`src/rtl/lane_adapter_pkg.sv`:
```
package lane_adapter_pkg;

    localparam int LANE_W_DEF = 9;
    localparam int LANES      = 4;

    typedef enum logic [1:0] {
        SZ_LONG = 2'b00,
        SZ_WORD = 2'b01,
        SZ_BYTE = 2'b10,
        SZ_MBOX = 2'b11
    } size_e;

    typedef struct packed {
        size_e      sz;
        logic [1:0] sw;
        logic       lo;
    } cfg_t;

    // lane index xor mask for each reorder code
    function automatic logic [1:0] swap_mask(input logic [1:0] code);
        logic [1:0] m;
        case (code)
            2'b01:   m = 2'd3;
            2'b10:   m = 2'd2;
            2'b11:   m = 2'd1;
            default: m = 2'd0;
        endcase
        return m;
    endfunction

    function automatic logic [1:0] final_beat(input size_e sz);
        logic [1:0] b;
        case (sz)
            SZ_WORD: b = 2'd1;
            SZ_BYTE: b = 2'd3;
            default: b = 2'd0;
        endcase
        return b;
    endfunction

endpackage

```
`src/rtl/la_beat_ctl.sv`:
```
module la_beat_ctl
    import lane_adapter_pkg::*;
(
    input  logic       clk,
    input  logic       rst,
    input  logic       step,
    input  cfg_t       cfg_in,
    output cfg_t       cfg_eff,
    output logic [1:0] beat,
    output logic       last,
    output logic       mbox
);

    cfg_t       held_q;
    logic [1:0] beat_q;

    assign beat    = beat_q;
    assign cfg_eff = (beat_q == 2'd0) ? cfg_in : held_q;
    assign mbox    = (cfg_eff.sz == SZ_MBOX);
    assign last    = (beat_q == final_beat(cfg_eff.sz));

    always_ff @(posedge clk) begin
        if (rst) begin
            beat_q <= 2'd0;
            held_q <= '0;
        end else if (step) begin
            if (beat_q == 2'd0)
                held_q <= cfg_in;
            if (mbox || last)
                beat_q <= 2'd0;
            else
                beat_q <= beat_q + 2'd1;
        end
    end

    // settings frozen while a word is in progress
    a_r8_cfg_frozen: assert property (@(posedge clk) disable iff (rst)
        (beat_q != 2'd0) |-> $stable(cfg_eff));

    // no beat movement without an enable
    a_r10_idle_hold: assert property (@(posedge clk) disable iff (rst)
        !$past(step) |-> $stable(beat_q));

endmodule

```
`src/rtl/la_pack.sv`:
```
module la_pack
    import lane_adapter_pkg::*;
#(
    parameter int LANE_W = LANE_W_DEF,
    localparam int WORD_W = LANES * LANE_W,
    localparam int HALF_W = 2 * LANE_W
) (
    input  logic              clk,
    input  logic              rst,
    input  logic              en,
    input  logic [WORD_W-1:0] bus,
    input  cfg_t              cfg,
    input  logic [1:0]        beat,
    input  logic              last,
    input  logic              mbox,
    output logic [WORD_W-1:0] word,
    output logic              vld,
    output logic              mvld
);

    logic [WORD_W-1:0] acc_q;
    logic [WORD_W-1:0] merged;
    logic [WORD_W-1:0] reordered;
    logic [WORD_W-1:0] word_q;
    logic              vld_q;
    logic              mvld_q;
    logic [1:0]        lane_tgt;
    logic              half_tgt;
    logic [1:0]        mask;

    assign lane_tgt = cfg.lo ? beat : (2'd3 - beat);
    assign half_tgt = cfg.lo ? beat[0] : ~beat[0];
    assign mask     = swap_mask(cfg.sw);

    always_comb begin
        merged = acc_q;
        case (cfg.sz)
            SZ_WORD: begin
                if (cfg.lo)
                    merged[half_tgt*HALF_W +: HALF_W] = bus[HALF_W-1:0];
                else
                    merged[half_tgt*HALF_W +: HALF_W] = bus[WORD_W-1 -: HALF_W];
            end
            SZ_BYTE: begin
                if (cfg.lo)
                    merged[lane_tgt*LANE_W +: LANE_W] = bus[LANE_W-1:0];
                else
                    merged[lane_tgt*LANE_W +: LANE_W] = bus[WORD_W-1 -: LANE_W];
            end
            default: merged = bus;
        endcase
    end

    always_comb begin
        for (int i = 0; i < LANES; i++)
            reordered[i*LANE_W +: LANE_W] = merged[(i ^ int'(mask))*LANE_W +: LANE_W];
    end

    always_ff @(posedge clk) begin
        if (rst) begin
            acc_q  <= '0;
            word_q <= '0;
            vld_q  <= 1'b0;
            mvld_q <= 1'b0;
        end else begin
            vld_q  <= 1'b0;
            mvld_q <= 1'b0;
            if (en && mbox) begin
                word_q <= bus;
                mvld_q <= 1'b1;
            end else if (en) begin
                acc_q <= merged;
                if (last) begin
                    word_q <= reordered;
                    vld_q  <= 1'b1;
                end
            end
        end
    end

    assign word = word_q;
    assign vld  = vld_q;
    assign mvld = mvld_q;

    // store and mailbox strobes never together
    a_r9_strobe_excl: assert property (@(posedge clk) disable iff (rst)
        $onehot0({vld_q, mvld_q}));

    // a word strobe always follows an accepted beat
    a_r2_vld_after_beat: assert property (@(posedge clk) disable iff (rst)
        vld_q |-> $past(en));

    // strobes last a single cycle
    a_r10_single_strobe: assert property (@(posedge clk) disable iff (rst)
        vld_q |=> !vld_q || $past(en));

endmodule

```
`src/rtl/la_unpack.sv`:
```
module la_unpack
    import lane_adapter_pkg::*;
#(
    parameter int LANE_W = LANE_W_DEF,
    localparam int WORD_W = LANES * LANE_W,
    localparam int HALF_W = 2 * LANE_W
) (
    input  logic              clk,
    input  logic              rst,
    input  logic              en,
    input  logic [WORD_W-1:0] head,
    input  logic [WORD_W-1:0] mbox_word,
    input  cfg_t              cfg,
    input  logic [1:0]        beat,
    input  logic              last,
    input  logic              mbox,
    output logic [WORD_W-1:0] bus,
    output logic              pop,
    output logic              take
);

    logic [WORD_W-1:0] src;
    logic [1:0]        mask;
    logic [1:0]        lane_src;
    logic              half_src;

    assign mask     = swap_mask(cfg.sw);
    assign lane_src = cfg.lo ? beat : (2'd3 - beat);
    assign half_src = cfg.lo ? beat[0] : ~beat[0];

    always_comb begin
        for (int i = 0; i < LANES; i++)
            src[i*LANE_W +: LANE_W] = head[(i ^ int'(mask))*LANE_W +: LANE_W];
    end

    always_comb begin
        bus = '0;
        case (cfg.sz)
            SZ_WORD: begin
                if (cfg.lo)
                    bus[HALF_W-1:0] = src[half_src*HALF_W +: HALF_W];
                else
                    bus[WORD_W-1 -: HALF_W] = src[half_src*HALF_W +: HALF_W];
            end
            SZ_BYTE: begin
                if (cfg.lo)
                    bus[LANE_W-1:0] = src[lane_src*LANE_W +: LANE_W];
                else
                    bus[WORD_W-1 -: LANE_W] = src[lane_src*LANE_W +: LANE_W];
            end
            SZ_MBOX: bus = mbox_word;
            default: bus = src;
        endcase
    end

    assign pop  = en && last && !mbox;
    assign take = en && mbox;

    // in upper-lane byte mode the three lower lanes are idle
    a_r7_idle_lanes_zero: assert property (@(posedge clk) disable iff (rst)
        (cfg.sz == SZ_BYTE && !cfg.lo) |-> (bus[WORD_W-LANE_W-1:0] == '0));

    // store advance and mailbox read are exclusive
    a_r9_pop_take_excl: assert property (@(posedge clk) disable iff (rst)
        !(pop && take));

endmodule

```
`src/rtl/lane_adapter.sv`:
```
module lane_adapter
    import lane_adapter_pkg::*;
#(
    parameter int LANE_W = LANE_W_DEF,
    localparam int WORD_W = LANES * LANE_W
) (
    input  logic              clk,
    input  logic              rst,
    input  logic [1:0]        size_sel,
    input  logic              lo_lanes,
    input  logic [1:0]        swap_sel,
    input  logic              wr_en,
    input  logic [WORD_W-1:0] wr_bus,
    output logic [WORD_W-1:0] wr_word,
    output logic              wr_word_vld,
    output logic              wr_mbox_vld,
    input  logic              rd_en,
    input  logic [WORD_W-1:0] rd_head,
    input  logic [WORD_W-1:0] rd_mbox,
    output logic [WORD_W-1:0] rd_bus,
    output logic              rd_pop,
    output logic              rd_mbox_take
);

    cfg_t       cfg_in;
    cfg_t       wcfg, rcfg;
    logic [1:0] wbeat, rbeat;
    logic       wlast, rlast, wmbox, rmbox;

    assign cfg_in = '{sz: size_e'(size_sel), sw: swap_sel, lo: lo_lanes};

    la_beat_ctl u_wctl (
        .clk(clk), .rst(rst), .step(wr_en), .cfg_in(cfg_in),
        .cfg_eff(wcfg), .beat(wbeat), .last(wlast), .mbox(wmbox)
    );

    la_beat_ctl u_rctl (
        .clk(clk), .rst(rst), .step(rd_en), .cfg_in(cfg_in),
        .cfg_eff(rcfg), .beat(rbeat), .last(rlast), .mbox(rmbox)
    );

    la_pack #(.LANE_W(LANE_W)) u_pack (
        .clk(clk), .rst(rst), .en(wr_en), .bus(wr_bus), .cfg(wcfg),
        .beat(wbeat), .last(wlast), .mbox(wmbox),
        .word(wr_word), .vld(wr_word_vld), .mvld(wr_mbox_vld)
    );

    la_unpack #(.LANE_W(LANE_W)) u_unpack (
        .clk(clk), .rst(rst), .en(rd_en), .head(rd_head), .mbox_word(rd_mbox),
        .cfg(rcfg), .beat(rbeat), .last(rlast), .mbox(rmbox),
        .bus(rd_bus), .pop(rd_pop), .take(rd_mbox_take)
    );

endmodule

```
`config.mk`:
```
export PLATFORM = sky130hd
export DESIGN_NAME = lane_adapter
export DESIGN_NICKNAME = d
export VERILOG_FILES = /design/src/rtl/lane_adapter_pkg.sv /design/src/rtl/la_beat_ctl.sv /design/src/rtl/la_pack.sv /design/src/rtl/la_unpack.sv /design/src/rtl/lane_adapter.sv
export SDC_FILE = /design/constraint.sdc
export NUM_CORES = 1
export LEC_CHECK = 0
export ABC_AREA = 1
export CAP_MARGIN = 20
export CORE_ASPECT_RATIO = 1.75
export CORE_UTILIZATION = 35
export DETAILED_ROUTE_END_ITERATION = 8
export PLACE_DENSITY = 0.55
export SLEW_MARGIN = 30
export SYNTH_ARGS = -nofsm -noshare
export SYNTH_HDL_FRONTEND = slang
export SYNTH_SLANG_ARGS = --single-unit
```
`constraint.sdc`:
```
create_clock -name clk -period 3.73 [get_ports clk]
set_input_delay 0.373 -clock clk [delete_from_list [all_inputs] [get_ports clk]]
set_output_delay 0.373 -clock clk [all_outputs]
set_load 0.01 [all_outputs]
```
# Word level (Yosys, flattened, before mapping)
# Cells that the tools add are included.
[totals]
regBits = 88
wordCells = 115
inputBits = 117
out_inout_bits = 76
[op_classes]
n_reduce_logical = 14
bitwise = 10
shift = 16
mul = 12
muxes = 31
eq_ne = 14
add_sub_neg = 6
[op_table]
columns = ["op", "count"]
rows = [
  ["$shiftx A36 B32 Y9", 8],
  ["$mux W36", 5],
  ["$bwmux W36", 4],
  ["$pmux W36 S2", 1],
  ["$shiftx A18 B34 Y36", 2],
  ["$shiftx A9 B34 Y36", 2],
  ["$neg A6 Y34", 2],
  ["$mul A2 B4 Y6 const B", 10],
  ["$pmux W18 S3", 1],
  ["$pmux W9 S3", 2],
  ["$mux W18", 2],
  ["$shift A18 B34 Y36 const A", 1],
  ["$shift A9 B34 Y36 const A", 1],
  ["$shiftx A36 B7 Y18", 1],
  ["$shiftx A36 B7 Y9", 1],
  ["$mux W9", 2],
  ["$eq A2 B2 Y1 const B", 8],
  ["$pmux W2 S3", 2],
  ["$mul A1 B4 Y5 const B", 2],
  ["$mux W5", 2],
  ["$eq A2 B1 Y1 const B", 4],
  ["$mux W2", 4],
  ["$not A1 Y1", 8],
  ["$pmux W2 S2", 2],
  ["other kinds (12)", 26],
]

# Logic depth before layout (Yosys ltp)
[depth]
ltp_word = 13
mapped_depth = 20
ltp_nobuf = 18

# Cells and area by module
# A second synthesis with hierarchy kept.
[unflattened]
hier_cells = 1726
area_unflattened_um2 = 9532.9
[by_module_without_submodules]
columns = ["mod", "area_each_um2", "cells_per_inst", "instances", "seq_area_each_um2"]
rows = [
  ["la_pack", 6257.3, 1065, 1, 1481.4],
  ["la_unpack", 2389.8, 533, 1, 0.0],
  ["la_beat_ctl", 442.9, 64, 2, 140.1],
]

# Least setup slack after synthesis
# Ideal clock, no wire load.
[synth_path]
path_kind = "register to register"
from = "reg u_wctl.beat_q[0], in the netlist u_wctl.beat[0]"
to = "reg u_pack.word_q[16], in the netlist u_pack.word[16]"
arrival_ns = 2.895
path_stages_with_launch = 17
period_less_slack_ns = 3.027
setup_time_ns = 0.132
slack_ns = 0.703
path_cell_list = "dfxtp_1 buf_2 inv_2 ha_1 buf_4 o21ai_0 inv_1 ha_1 clkbuf_1 inv_1 nand2_1 a22oi_1 o21ai_1 clkbuf_1 a21oi_1 nand2_1 a21oi_1"
[synth_rtl]
columns = ["item", "line_no", "text"]
rows = [
  ["start: declaration", "la_beat_ctl.sv:15", "logic [1:0] beat_q;"],
  ["start signal: assignment", "la_beat_ctl.sv:32", "beat_q <= beat_q + 2'd1;"],
  ["end signal: assignment", "la_pack.sv:69", "word_q <= bus;"],
  ["end signal: assignment", "la_pack.sv:74", "word_q <= reordered;"],
  ["end: declaration", "la_pack.sv:24", "logic [WORD_W-1:0] word_q;"],
]

# Worst setup path after layout
[layout_path]
from = "reg u_rctl.beat_q[0], in the netlist u_rctl.beat[0]"
to = "out rd_bus[24]"
[layout_between]
elab_chain_len = 10
word_cells_on_any_way = 26
classes_between = "mul: 5; eq/ne: 6; shift: 5; mux: 5; bitwise: 4; reduce/logical: 1"
[layout_rtl]
columns = ["item", "line_no", "text"]
rows = [
  ["start: declaration", "la_beat_ctl.sv:15", ""],
  ["start signal: assignment", "la_beat_ctl.sv:32", ""],
  ["$logic_not A2 Y1", "la_beat_ctl.sv:18", "assign cfg_eff = (beat_q == 2'd0) ? cfg_in : held_q;"],
  ["$mux W5", "la_beat_ctl.sv:18", ""],
  ["$eq A2 B2 Y1 / $eq A2 B1 Y1 (equally long branches)", "lane_adapter_pkg.sv:22", "case (code)"],
  ["$pmux W2 S3", "lane_adapter_pkg.sv:22", ""],
  ["$not A1 Y1 (no line) / $not A2 Y2 (equally long branches)", "-", ""],
  ["$mul A2 B4 Y6", "la_unpack.sv:33", "src[i*LANE_W +: LANE_W] = head[(i ^ int'(mask))*LANE_W +: LANE_W];"],
  ["$shiftx A36 B32 Y9", "la_unpack.sv:33", ""],
  ["$shiftx A36 B7 Y18", "la_unpack.sv:43", "bus[WORD_W-1 -: HALF_W] = src[half_src*HALF_W +: HALF_W];"],
  ["$mux W18", "la_unpack.sv:40", "if (cfg.lo)"],
  ["$pmux W18 S3 *", "la_unpack.sv:38", "case (cfg.sz)"],
  ["end: declaration", "lane_adapter.sv:20", "output logic [WORD_W-1:0] rd_bus,"],
]
# Every way passes the cells marked *; elsewhere a longest branch is shown, timed or not.

==> flow_metrics.tcl <==
set metrics [dict create \
    status "finished, final reports clean" \
    gr-usage-all-layers_pct 27.43 \
    wl_per_cell_um 17.78 \
    fmax_mhz 279.9 \
    setup_slack_ns 0.1572 \
    slew_viol_final 0 \
    synth_fp_nets 1874 \
    cts_root_buffer "clkbuf_16" \
    crit_buf_inv 6 \
    netlist.area_leader.share_pct 23.24 \
    power_mw 11.66 \
    fp.dieW_um 126.6 \
    r2r-end "u_pack.word[13]$_SDFFE_PP0P_" \
    gr-total-overflow 0 \
    ant_nets 0 \
    vdd_drop_max_mv 0.5366 \
    crit_fanout 18 \
    required_ns 3.36 \
    synth_cell_types 37 \
    power.density_mw_per_mm2 955.8 \
    grt_pass1_vias 10830 \
    cts_buffers 9 \
    tightest_slew_ns 0.9213 \
    path_clk_slew_ns 0.07 \
    finalSetupTns_ns 0 \
    crit_start "u_rctl.beat[0]$_SDFFE_PP0P_" \
    die_area_mm2 0.02787 \
    leakagePower_nw 5.793 \
    period_needed_ns 3.573 \
    finalWirelength_um 39380 \
    ys_ff_latch 88 \
    synth-edff-count 0 \
    ys.flop_type "dfxtp_1" \
    h-tree-depth 3 \
    grt_max_degree 73 \
    synthTopCellsByArea "nand2_1 23%, dfxtp_1 19%, nand3_1 13%" \
    start_util_pct 35.64 \
    syn_area_mm2 0.009512 \
    vias_per_cell 5.340 \
    cp.arrival_ns 3.20 \
    period_share_pct 95.79 \
    startpoint_type "flop" \
    initialDrtViolationCount 901 \
    final_hold_viol_count 0 \
    slew_headroom_pct 38.57 \
    critPathTopFamily "buffers and inverters" \
    cp-end-kind "output pin" \
    syn_inst 1748 \
    yosysSeqAreaShare_pct 18.52 \
    slowest_delay_ns 0.59 \
    core_area_mm2 0.02669 \
    hp-class "flop to flop" \
    chipHeight_um 220.1 \
    synth_async_sr_flop_share_pct 0 \
    cts_hold_buf 0 \
    std_cell_rows 79 \
    dr.pass1.iters 7 \
    dp_hpwl_um 28310 \
    r2r_setup_slack_ns 0.28 \
    ff2ff_path_depth 12 \
    crit_end "rd_bus[24]" \
    ios 193 \
    io_buffers 192 \
    crit_top_cell "nand2_1" \
    final_layout_size_suffix_gt1_share_pct 7.249 \
    gp_congestion 0.9317 \
    drc 0 \
    critPathKind "flop to output pin" \
    areaGrowthSynthToFinish_pct 28.23 \
    slowest_stage "clkdlybuf4s50_1" \
    max_cap_viol_count 0 \
    timing.rr.start "u_wctl.beat[1]$_SDFFE_PP0P_" \
    worst-path-stages 16 \
    avgSynthCellArea_um2 5.441 \
    cts_tree "yes" \
    synth_top_area_cell "nand2_1" \
    clock_path_buffers 2 \
    grt_first_pass_wirelength_um 59410 \
    antenna_found_initial 1 \
    dp_slack_ns 0.2177 \
    clk_latency_ns 0.37 \
    nets 2011 \
    cp_cell_sequence "inv_1 > ha_4 > nand2_2 > o21ai_4 > buf_12 > buf_4 > clkbuf_16 > nand2_1 > o21ai_0 > nand2_1 > nand3_1 > o21ai_1 > inv_2 > nand2_1 > a21oi_1 > clkdlybuf4s50_1" \
    setup_viol 0 \
    via_count 11830 \
    finClkSkew_ns 0.01174 \
    clkSinkCount 88 \
    ys.warnings.count 0 \
    fillers 2915 \
]
## tightest hold or removal path, stage by stage, from the launching register on
cell and delay (ns):
dfxtp_1 0.31, nand2_1 0.06, a21oi_1 0.05
## area by class of cell
cell class	instances	area (um^2)	share of cell area (%)
Antenna cell	1	2.502	0.02052
Clock buffer	10	239.0	1.959
Clock inverter	6	65.06	0.5334
Inverter	177	680.7	5.581
Multi-Input combinational cell	1367	6559	53.78
Sequential cell	88	1763	14.45
Tap cell	324	405.4	3.324
Timing Repair Buffer	242	2482	20.35
## Yosys cell counts (3+ instances only)
| cell type | instances |
|---|---|
| buf_4 | 7 |
| a21oi_2 | 11 |
| o21ai_1 | 20 |
| a21oi_1 | 199 |
| clkinv_1 | 8 |
| clkbuf_1 | 65 |
| buf_1 | 6 |
| ha_1 | 9 |
| nand2_1 | 589 |
| nor2_4 | 4 |
| o21ai_0 | 27 |
| o21ai_2 | 3 |
| buf_6 | 8 |
| nand3_2 | 9 |
| nand2_4 | 9 |
| a211oi_1 | 38 |
| nand2_2 | 5 |
| nand3_1 | 256 |
| nor2_1 | 127 |
| o211ai_1 | 42 |
| dfxtp_1 | 88 |
| or2_1 | 4 |
| buf_2 | 30 |
| inv_2 | 11 |
| inv_1 | 157 |
## power breakdown
group	internal (mW)	switching, mW
clock network	0.541	0.441
registers	1.18	0.105
logic	3.51	5.89
## state kept, by name, summed over array words and instances, names as in the netlist
register and cells:
u_wctl.beat 2, u_rctl.beat 2, u_pack.mvld 1, u_pack.vld 1, u_pack.word 36, u_rctl.held_q 5, u_wctl.held_q 5, u_pack.acc_q 36
## layer usage
layer	track usage (%)	wire [um]	vias to the layer above
met4	12.61	1634	0
li1	-	-	5970
met2	51.29	20330	497
met3	3.593	2604	112
met1	30.46	14810	5250
met5	0	0	-
## placed cells by master (no fill, tap or decap), drive strengths merged, types with 9 or more instances in the layout
cell / n
a211oi: 38
a21oi: 210
buf: 46
clkbuf: 15
clkdlybuf4s50: 185
clkinv: 10
dfxtp: 88
ha: 9
inv: 170
nand2: 604
nand3: 266
nor2: 131
o211ai: 42
o21ai: 52
## stage by stage
stage	instances	utilization [%]	instance area [um^2]	hold slack [ns]
2_1_floorplan	1748	-	9512	0.4516
3_3_place_gp	2189	43.74	11670	0.4539
3_5_place_dp	2189	43.74	11670	0.4582
4_1_cts	2205	44.89	11980	0.4678
5_1_grt	2215	45.70	12200	0.4823
6_report	2215	45.70	12200	0.4652
## how the worst min path moves through the flow
stage,from,endpoint,slack [ns],depth (start not counted)
after floorplan,u_pack.acc_q[10]$_SDFFE_PP0P_,u_pack.acc_q[10]$_SDFFE_PP0P_,0.45,2
after global placement,u_pack.word[35]$_SDFFE_PP0P_,u_pack.word[35]$_SDFFE_PP0P_,0.45,2
after detailed placement,u_pack.word[22]$_SDFFE_PP0P_,u_pack.word[22]$_SDFFE_PP0P_,0.46,2
after CTS,u_pack.word[11]$_SDFFE_PP0P_,u_pack.word[11]$_SDFFE_PP0P_,0.47,2
after global routing,u_pack.word[11]$_SDFFE_PP0P_,u_pack.word[11]$_SDFFE_PP0P_,0.48,2
final,u_pack.word[22]$_SDFFE_PP0P_,u_pack.word[22]$_SDFFE_PP0P_,0.47,2
## what timing repair did
action	in CTS	in global routing
endpoints found under the setup margin	24	47
cloned	0	5
gates resized for setup	1	17
pin swaps	0	1
setup buffers	0	4
## cell families after synthesis
| logic type | share of synthesized area [%] |
|---|---|
| AOI/OAI and AO/OA | 20.97 |
| xor gates and xnor gates | 0.9867 |
| adders and majority gates | 1.184 |
| buffers and inverters | 12.89 |
| DFF | 18.52 |
| and+or+nand+nor | 45.45 |
Power figures use the tool's default switching activity.
